===== src/rtl/eeprom_pw_pkg.sv =====
// Package: constants shared by the page write engine.
// Assumes a fixed 32-byte page; the array depth is a module parameter.
package eeprom_pw_pkg;
    localparam int PAGE_AW    = 5;
    localparam int PAGE_BYTES = 1 << PAGE_AW;

    // Number of top address bits that select the protected region.
    function automatic int prot_bits(input int addr_w);
        return (addr_w <= 11) ? 1 : 2;
    endfunction
endpackage


===== src/rtl/epw_addr_ctr.sv =====
// Current address counter.
// Data bytes advance only the in-page bits and wrap inside the page.
// Read bytes advance the whole address and wrap at the top of the array.
// Assumes the caller has already gated all steps with the busy flag.
module epw_addr_ctr
    import eeprom_pw_pkg::*;
#(
    parameter int ADDR_W = 13
) (
    input  logic              clk,
    input  logic              rst_n,
    input  logic              load,
    input  logic [ADDR_W-1:0] load_addr,
    input  logic              page_step,
    input  logic              lin_step,
    output logic [ADDR_W-1:0] addr
);
    logic [PAGE_AW-1:0] next_pos;

    // Next position inside the page, wrapping from the last byte to the first.
    always_comb begin
        next_pos = addr[PAGE_AW-1:0] + 1'b1;
    end

    // Update the counter on a load, a data byte or a read byte.
    always_ff @(posedge clk) begin
        if (!rst_n) begin
            addr <= '0;
        end else if (load) begin
            addr <= load_addr;
        end else if (page_step) begin
            addr <= {addr[ADDR_W-1:PAGE_AW], next_pos};
        end else if (lin_step) begin
            addr <= addr + 1'b1;
        end
    end
endmodule


===== src/rtl/epw_wp_guard.sv =====
// Write-protect decode.
// A byte is blocked when the protect level is high and its address lies in
// the top region of the array. The region is half of the array for the small
// densities and a quarter for the large ones.
module epw_wp_guard
    import eeprom_pw_pkg::*;
#(
    parameter int ADDR_W = 13
) (
    input  logic              wp_level,
    input  logic [ADDR_W-1:0] addr,
    output logic              blocked
);
    localparam int PB = prot_bits(ADDR_W);

    // The top PB address bits all one select the protected region.
    always_comb begin
        blocked = wp_level & (&addr[ADDR_W-1 -: PB]);
    end
endmodule


===== src/rtl/epw_page_buf.sv =====
// Page buffer: 32 data slots, a valid bit per slot and a flag that any byte
// arrived. A write sets the slot's valid bit to `keep`, so a blocked byte
// clears it. The clear input empties the mask and the flag.
// Assumes `clr` and `we` never arrive in the same cycle.
module epw_page_buf
    import eeprom_pw_pkg::*;
(
    input  logic               clk,
    input  logic               rst_n,
    input  logic               clr,
    input  logic               we,
    input  logic [PAGE_AW-1:0] wr_idx,
    input  logic [7:0]         wr_data,
    input  logic               keep,
    input  logic [PAGE_AW-1:0] rd_idx,
    output logic [7:0]         rd_data,
    output logic               rd_valid,
    output logic               has_data
);
    logic [7:0]            slot_data [PAGE_BYTES];
    logic [PAGE_BYTES-1:0] slot_vld;

    for (genvar s = 0; s < PAGE_BYTES; s++) begin : g_slot
        // Store one slot and its valid bit.
        always_ff @(posedge clk) begin
            if (!rst_n) begin
                slot_vld[s]  <= 1'b0;
                slot_data[s] <= '0;
            end else if (clr) begin
                slot_vld[s]  <= 1'b0;
            end else if (we && (wr_idx == PAGE_AW'(s))) begin
                slot_vld[s]  <= keep;
                slot_data[s] <= wr_data;
            end
        end
    end

    // Remember whether any byte arrived since the last clear.
    always_ff @(posedge clk) begin
        if (!rst_n) begin
            has_data <= 1'b0;
        end else if (clr) begin
            has_data <= 1'b0;
        end else if (we) begin
            has_data <= 1'b1;
        end
    end

    // Read port used by the commit scan.
    always_comb begin
        rd_data  = slot_data[rd_idx];
        rd_valid = slot_vld[rd_idx];
    end
endmodule


===== src/rtl/epw_commit_timer.sv =====
// Write cycle timer. A start pulse raises busy for exactly WC_CYCLES clocks.
// During the first PAGE_BYTES of those clocks it presents a scan index so the
// buffer can be written out. Assumes WC_CYCLES >= PAGE_BYTES.
module epw_commit_timer
    import eeprom_pw_pkg::*;
#(
    parameter int WC_CYCLES = 1000
) (
    input  logic               clk,
    input  logic               rst_n,
    input  logic               start,
    output logic               busy,
    output logic               scan_act,
    output logic [PAGE_AW-1:0] scan_idx,
    output logic               done
);
    localparam int CNT_W = $clog2(WC_CYCLES + 1);

    logic [CNT_W-1:0] cnt;

    // End of the cycle and the scan window, both taken from the count.
    always_comb begin
        done     = busy && (cnt == CNT_W'(WC_CYCLES - 1));
        scan_act = busy && (cnt < CNT_W'(PAGE_BYTES));
        scan_idx = cnt[PAGE_AW-1:0];
    end

    // Run the counter from start until the last cycle.
    always_ff @(posedge clk) begin
        if (!rst_n) begin
            busy <= 1'b0;
            cnt  <= '0;
        end else if (!busy) begin
            busy <= start;
            cnt  <= '0;
        end else if (done) begin
            busy <= 1'b0;
            cnt  <= '0;
        end else begin
            cnt  <= cnt + 1'b1;
        end
    end
endmodule


===== src/rtl/eeprom_page_writer.sv =====
// Top of the page write engine. The controller strobes are gated by busy, so
// nothing but the timer moves during a write cycle. Bytes enter the page
// buffer with their protect decision. A stop strobe that follows data starts
// the timer, which writes out the valid slots at {page, slot}.
// Assumes at most one strobe per cycle.
module eeprom_page_writer
    import eeprom_pw_pkg::*;
#(
    parameter int ADDR_W    = 13,
    parameter int WC_CYCLES = 1000
) (
    input  logic              clk,
    input  logic              rst_n,
    input  logic              addr_load,
    input  logic [ADDR_W-1:0] load_addr,
    input  logic              byte_valid,
    input  logic [7:0]        byte_data,
    input  logic              stop_seen,
    input  logic              rd_step,
    input  logic              wp_level,
    output logic              busy,
    output logic [ADDR_W-1:0] cur_addr,
    output logic              mem_we,
    output logic [ADDR_W-1:0] mem_addr,
    output logic [7:0]        mem_wdata
);
    logic               ld_ok, byte_ok, stop_ok, rd_ok;
    logic               blocked, has_data, commit_done, start;
    logic               scan_act, slot_valid;
    logic [PAGE_AW-1:0] scan_idx;
    logic [7:0]         slot_data;

    // Gate every controller strobe with busy.
    always_comb begin
        ld_ok   = addr_load  & ~busy;
        byte_ok = byte_valid & ~busy;
        stop_ok = stop_seen  & ~busy;
        rd_ok   = rd_step    & ~busy;
        start   = stop_ok & has_data;
    end

    epw_addr_ctr #(.ADDR_W(ADDR_W)) u_addr (
        .clk       (clk),
        .rst_n     (rst_n),
        .load      (ld_ok),
        .load_addr (load_addr),
        .page_step (byte_ok),
        .lin_step  (rd_ok),
        .addr      (cur_addr)
    );

    epw_wp_guard #(.ADDR_W(ADDR_W)) u_guard (
        .wp_level (wp_level),
        .addr     (cur_addr),
        .blocked  (blocked)
    );

    epw_page_buf u_buf (
        .clk      (clk),
        .rst_n    (rst_n),
        .clr      (ld_ok | commit_done),
        .we       (byte_ok),
        .wr_idx   (cur_addr[PAGE_AW-1:0]),
        .wr_data  (byte_data),
        .keep     (~blocked),
        .rd_idx   (scan_idx),
        .rd_data  (slot_data),
        .rd_valid (slot_valid),
        .has_data (has_data)
    );

    epw_commit_timer #(.WC_CYCLES(WC_CYCLES)) u_timer (
        .clk      (clk),
        .rst_n    (rst_n),
        .start    (start),
        .busy     (busy),
        .scan_act (scan_act),
        .scan_idx (scan_idx),
        .done     (commit_done)
    );

    // Array write port driven by the scan; the page comes from the held address.
    always_comb begin
        mem_we    = scan_act & slot_valid;
        mem_addr  = {cur_addr[ADDR_W-1:PAGE_AW], scan_idx};
        mem_wdata = slot_data;
    end

    // Input assumption: the controller raises at most one strobe per cycle.
    p_one_strobe_r5: assert property (@(posedge clk) disable iff (!rst_n)
        $onehot0({addr_load, byte_valid, stop_seen, rd_step}));

    p_we_in_busy_r4: assert property (@(posedge clk) disable iff (!rst_n)
        mem_we |-> busy);

    p_busy_cause_r3: assert property (@(posedge clk) disable iff (!rst_n)
        $rose(busy) |-> $past(stop_seen && has_data));

    p_hold_busy_r5: assert property (@(posedge clk) disable iff (!rst_n)
        (busy && $past(busy)) |-> $stable(cur_addr));

    p_load_r9: assert property (@(posedge clk) disable iff (!rst_n)
        (addr_load && !busy) |=> (cur_addr == $past(load_addr)));

    p_rd_step_r8: assert property (@(posedge clk) disable iff (!rst_n)
        (rd_step && !busy) |=> (cur_addr == $past(cur_addr) + 1'b1));

    p_page_wrap_r2: assert property (@(posedge clk) disable iff (!rst_n)
        (byte_valid && !busy && (&cur_addr[PAGE_AW-1:0]))
        |=> ((cur_addr[PAGE_AW-1:0] == '0)
             && (cur_addr[ADDR_W-1:PAGE_AW] == $past(cur_addr[ADDR_W-1:PAGE_AW]))));

    p_no_we_reset_r10: assert property (@(posedge clk)
        !rst_n |=> (!busy && !mem_we));
endmodule


===== config.mk =====
export PLATFORM = sky130hd
export DESIGN_NAME = eeprom_page_writer
export DESIGN_NICKNAME = d
export VERILOG_FILES = /design/src/rtl/eeprom_pw_pkg.sv /design/src/rtl/epw_addr_ctr.sv /design/src/rtl/epw_wp_guard.sv /design/src/rtl/epw_page_buf.sv /design/src/rtl/epw_commit_timer.sv /design/src/rtl/eeprom_page_writer.sv
export SDC_FILE = /design/constraint.sdc
export NUM_CORES = 1
export LEC_CHECK = 0
export CORE_AREA = 2 2 181 183
export CTS_CLUSTER_SIZE = 24
export DETAILED_ROUTE_END_ITERATION = 8
export DIE_AREA = 0 0 183 185
export PLACE_DENSITY = 0.77
export SYNTH_ARGS = -nofsm -noshare
export SYNTH_HDL_FRONTEND = slang
export SYNTH_SLANG_ARGS = --single-unit

===== constraint.sdc =====
create_clock -name clk -period 6.2 [get_ports clk]
set_input_delay 0.93 -clock clk [delete_from_list [all_inputs] [get_ports clk]]
set_output_delay 0.93 -clock clk [all_outputs]
set_load 0.005 [all_outputs]

==> impl_summary.md <==
Finish
Of the cells placed in the final design, the portion with a size suffix greater than 1 is 0.101. The fill cell instance count of the final layout is 2590. The library cell used most frequently in the layout, excluding fill and tap cells, is sky130_fd_sc_hd__edfxtp_1. The count of inserted antenna diode cells is 0. The top cell types in the final layout, fill and taps aside, are sky130_fd_sc_hd__edfxtp_1 (256), sky130_fd_sc_hd__and3_1 (247), sky130_fd_sc_hd__mux2i_1 (92).

Summing all flip-flop and latch instances after layout gives 8830 sq um. Summing all multi-input logic gate instances after layout gives roughly 5600 sq um. From synthesis to final layout, the design area changed by 12.5%.

The final layout net count is 1282.

Routing
The final route contains 10506 vias. The final routed DRC violation total is 0. After detailed routing, the average wire length per cell comes to around 23 um. The DRC marker count from the first detailed-route iteration is between 1000 and 1500. For this run, the detailed router's first-pass iteration total came to 7. The overall routed net length is 38400 um. The number of vias per cell after detailed routing is 6.25. The number of nets with antenna violations after routing is 0.

STA
Setup repair after global routing left no endpoint under its margin. The headroom to the max-slew limit is 0.0562. The number of pins with negative max-slew slack in the final report is 0.

The smallest hold slack is 0.490 ns. The count of endpoints failing hold in the final timing report is 0. Setup violations remaining at the end of the flow were counted as 0.

The sum of negative setup slack is 0 ns. Clock skew on the completed layout was measured at between 0.009 and 0.01 ns. Static timing analysis puts the maximum clock frequency at 0.222 GHz. The worst path in the final design needs a cycle of 4.51 ns, including I/O delays and setup. The share of the clock period used by the worst path after layout is 0.727. The actual slew at the worst max-slew pin is ~1.4 ns.

Critical path
In this design, the largest share of critical-path delay is due to buffers and inverters. For the worst flop-to-flop path, the logic depth is 5. The type of origin of the critical path is a flop.

For this run, the slowest stage of the critical path takes 0.99 ns. For the worst setup path, the data arrival time is ~3.6 ns. The highest fanout seen on the critical path is 57.

The buffers plus inverters on the worst setup path is 2. In this run the number of cells on the critical path is 5. For the worst setup path, the data required time is 5.27 ns.

The category of the worst setup path capture point is an output port. The kind of critical path is reg2out. The cell at the slowest stage of the critical path is sky130_fd_sc_hd__dfxtp_4.

Walking the worst path, the cells encountered are buf_4, mux4_2, o21ai_1, a211oi_1, clkdlybuf4s50_1.

Clock network
The maximum level of the CTS H-tree is 2. The number of buffers added for setup after CTS is 0. The number of cells upsized or downsized after cts is 0. The CTS tree is yes. The clock-pin slew on the worst setup and hold paths is 0.06 ns. The number of sinks on the clock net is 313.

TritonCTS created 34 clock buffers. The clock latency on the worst-skew pair is 0.51 ns. The maximum buffer depth of the clock tree is 3.

After clock tree synthesis, the flow added hold-fix buffers numbering 0. CTS placed an instance of sky130_fd_sc_hd__clkbuf_16 at the clock tree root.

Placed design
The final weighted congestion in routability-driven placement is 0.860. Summed over all nets, the half-perimeter wirelength after detailed placement is roughly 24000 um. Input and output buffers added on the ports amount to 63.

Floorplanning
From left edge to right edge, the die measures 183 um. The area of the die is 33900 sq um. The effective utilization at floorplan is 0.475. The height of the die is 185 um. The core region area is around 32000 sq um. The cell row count is 66.

The I/O pin count is 64.

Synth
In this run, synthesis inferred 256 flip-flops with an integrated enable. The synthesized netlist net count is around 1300. The number of distinct library cell variants in the gate-level netlist after synthesis is just over 60. The count of warnings emitted by yosys is 0. After technology mapping, the gate count stands at between 1000 and 1500. In the synthesized netlist the async set-or-reset flop fraction comes to 0. Each instance of the synthesized netlist takes up on average 12.1 sq um.

The share of the yosys chip area belonging to registers is 0.581. The synthesized design contains 313 register bits. The most used flip-flop cell after synthesis is sky130_fd_sc_hd__edfxtp_1. The synthesized cell area is about 15000 sq um.

Power
After layout, the design draws a total of roughly 4.8 mW. The worst vdd rail ir drop is 157 uV. For this design the static power due to leakage is around 6.5 nW. Dividing total power by cell area gives a power density of between 200 and 300 nW/um^2.

Global routing
The first global-routing pass estimated slightly below 60000 um of wire. Entering global routing, the biggest net connects 131 pins. The number of global-route vias before repair came to 10179. Across every metal layer, demand over resource in global routing totals 0.228. The total overflow reported by the global router is 0. The initial antenna violation count came to 0.

Run
Max-cap violations in this run came to 0.

Status
The flow ran to the end, and the final reports show no timing, DRC or antenna violations.

Hold path
The instance count along the most critical hold path is 2. The kind of path behind the tightest hold check is reg2reg.
==> routing by layer <==
metal | GRT usage | share of wire | vias up
met4 | 0.0819 | 0.027 | 0
met2 | 0.366 | 0.48 | 617
met5 | 0 | 0 | -
met3 | 0.0391 | 0.097 | 79
met1 | 0.315 | 0.40 | 5081
li1 | - | - | 4729
==> registers in the layout, indices dropped and copies added (netlist names) <==
signal           count
u_buf.slot_data    256
u_buf.slot_vld      32
u_addr.addr         13
u_timer.busy         1
u_timer.cnt         10
u_buf.has_data       1
==> power by group <==
part / switching [mW] / internal, mW
Sequential: 0.0433 / 2.34
Combinational: 0.203 / 0.115
Clock: 0.809 / 1.26
==> logic make-up (layout without fill, tap and decap cells) <==
group / after synthesis / in the layout / synth area share
AND/OR/NAND/NOR: 469 / 469 / 0.177
flip-flops: 313 / 313 / 0.581
buffers and inverters: 171 / 186 / 0.0499
AO/OA/AOI/OAI: 160 / 160 / 0.0737
multiplexers: 130 / 130 / 0.108
XOR/XNOR: 8 / 8 / 0.00461
adder cells (fa/ha/maj): 7 / 7 / 0.00576
==> area by class of cell <==
class	instances	area share
repair buffers	94	0.0512
multi-input cells	774	0.329
inverters	30	0.00659
well taps	408	0.0299
flip-flops and latches	313	0.517
clock buffers	48	0.0589
clock inverters	14	0.00827
==> path summary, 6_finish.rpt <==
kind / start / to / slack (ns)
setup / recovery: u_timer.cnt[0] / mem_we / 1.69
hold reg to reg: u_buf.has_data / u_buf.has_data / 0.49
hold / removal: u_buf.has_data / u_buf.has_data / 0.49
setup reg to reg: u_timer.cnt[0] / u_buf.slot_data[6][6] / 2.14
==> cells in the mapped netlist, drive strengths merged (3+ instances only) <==
cell type	instances	area (sq um)
a211oi	35	275
a21oi	13	65.1
a221oi	3	26.3
a22oi	45	338
a31oi	3	18.8
and2	32	200
and3	247	1550
and4bb	3	37.5
buf	63	353
clkbuf	78	293
dfxtp	57	1140
edfxtp	256	7690
ha	7	87.6
inv	30	113
mux2	12	135
mux2i	92	921
mux4	26	586
nand2	25	93.8
nand2b	3	18.8
nand3	33	165
nand3b	4	30.0
nand4	12	75.1
nand4b	5	43.8
nor2	71	267
nor2b	7	43.8
nor3	13	70.1
o21ai	32	160
o31ai	11	82.6
or4	3	22.5
xnor2	6	52.6
==> stage by stage <==
step	setup slack [ns]	utilization	area (sq um)	instances
3_5_place_dp	1.79	0.498	15900	1619
3_3_place_gp	1.95	0.498	15900	1619
4_1_cts	1.68	0.534	17100	1681
6_report	1.69	0.534	17100	1681
2_1_floorplan	3.34	-	15200	1258
5_1_grt	1.55	0.534	17100	1681
==> worst min-delay path: stages (launching register included) <==
cell and delay [ns]:
sky130_fd_sc_hd__dfxtp_1 0.34, sky130_fd_sc_hd__nor2_1 0.05, sky130_fd_sc_hd__nor2_1 0.07
Note: power is estimated with default switching activity, not from simulation.
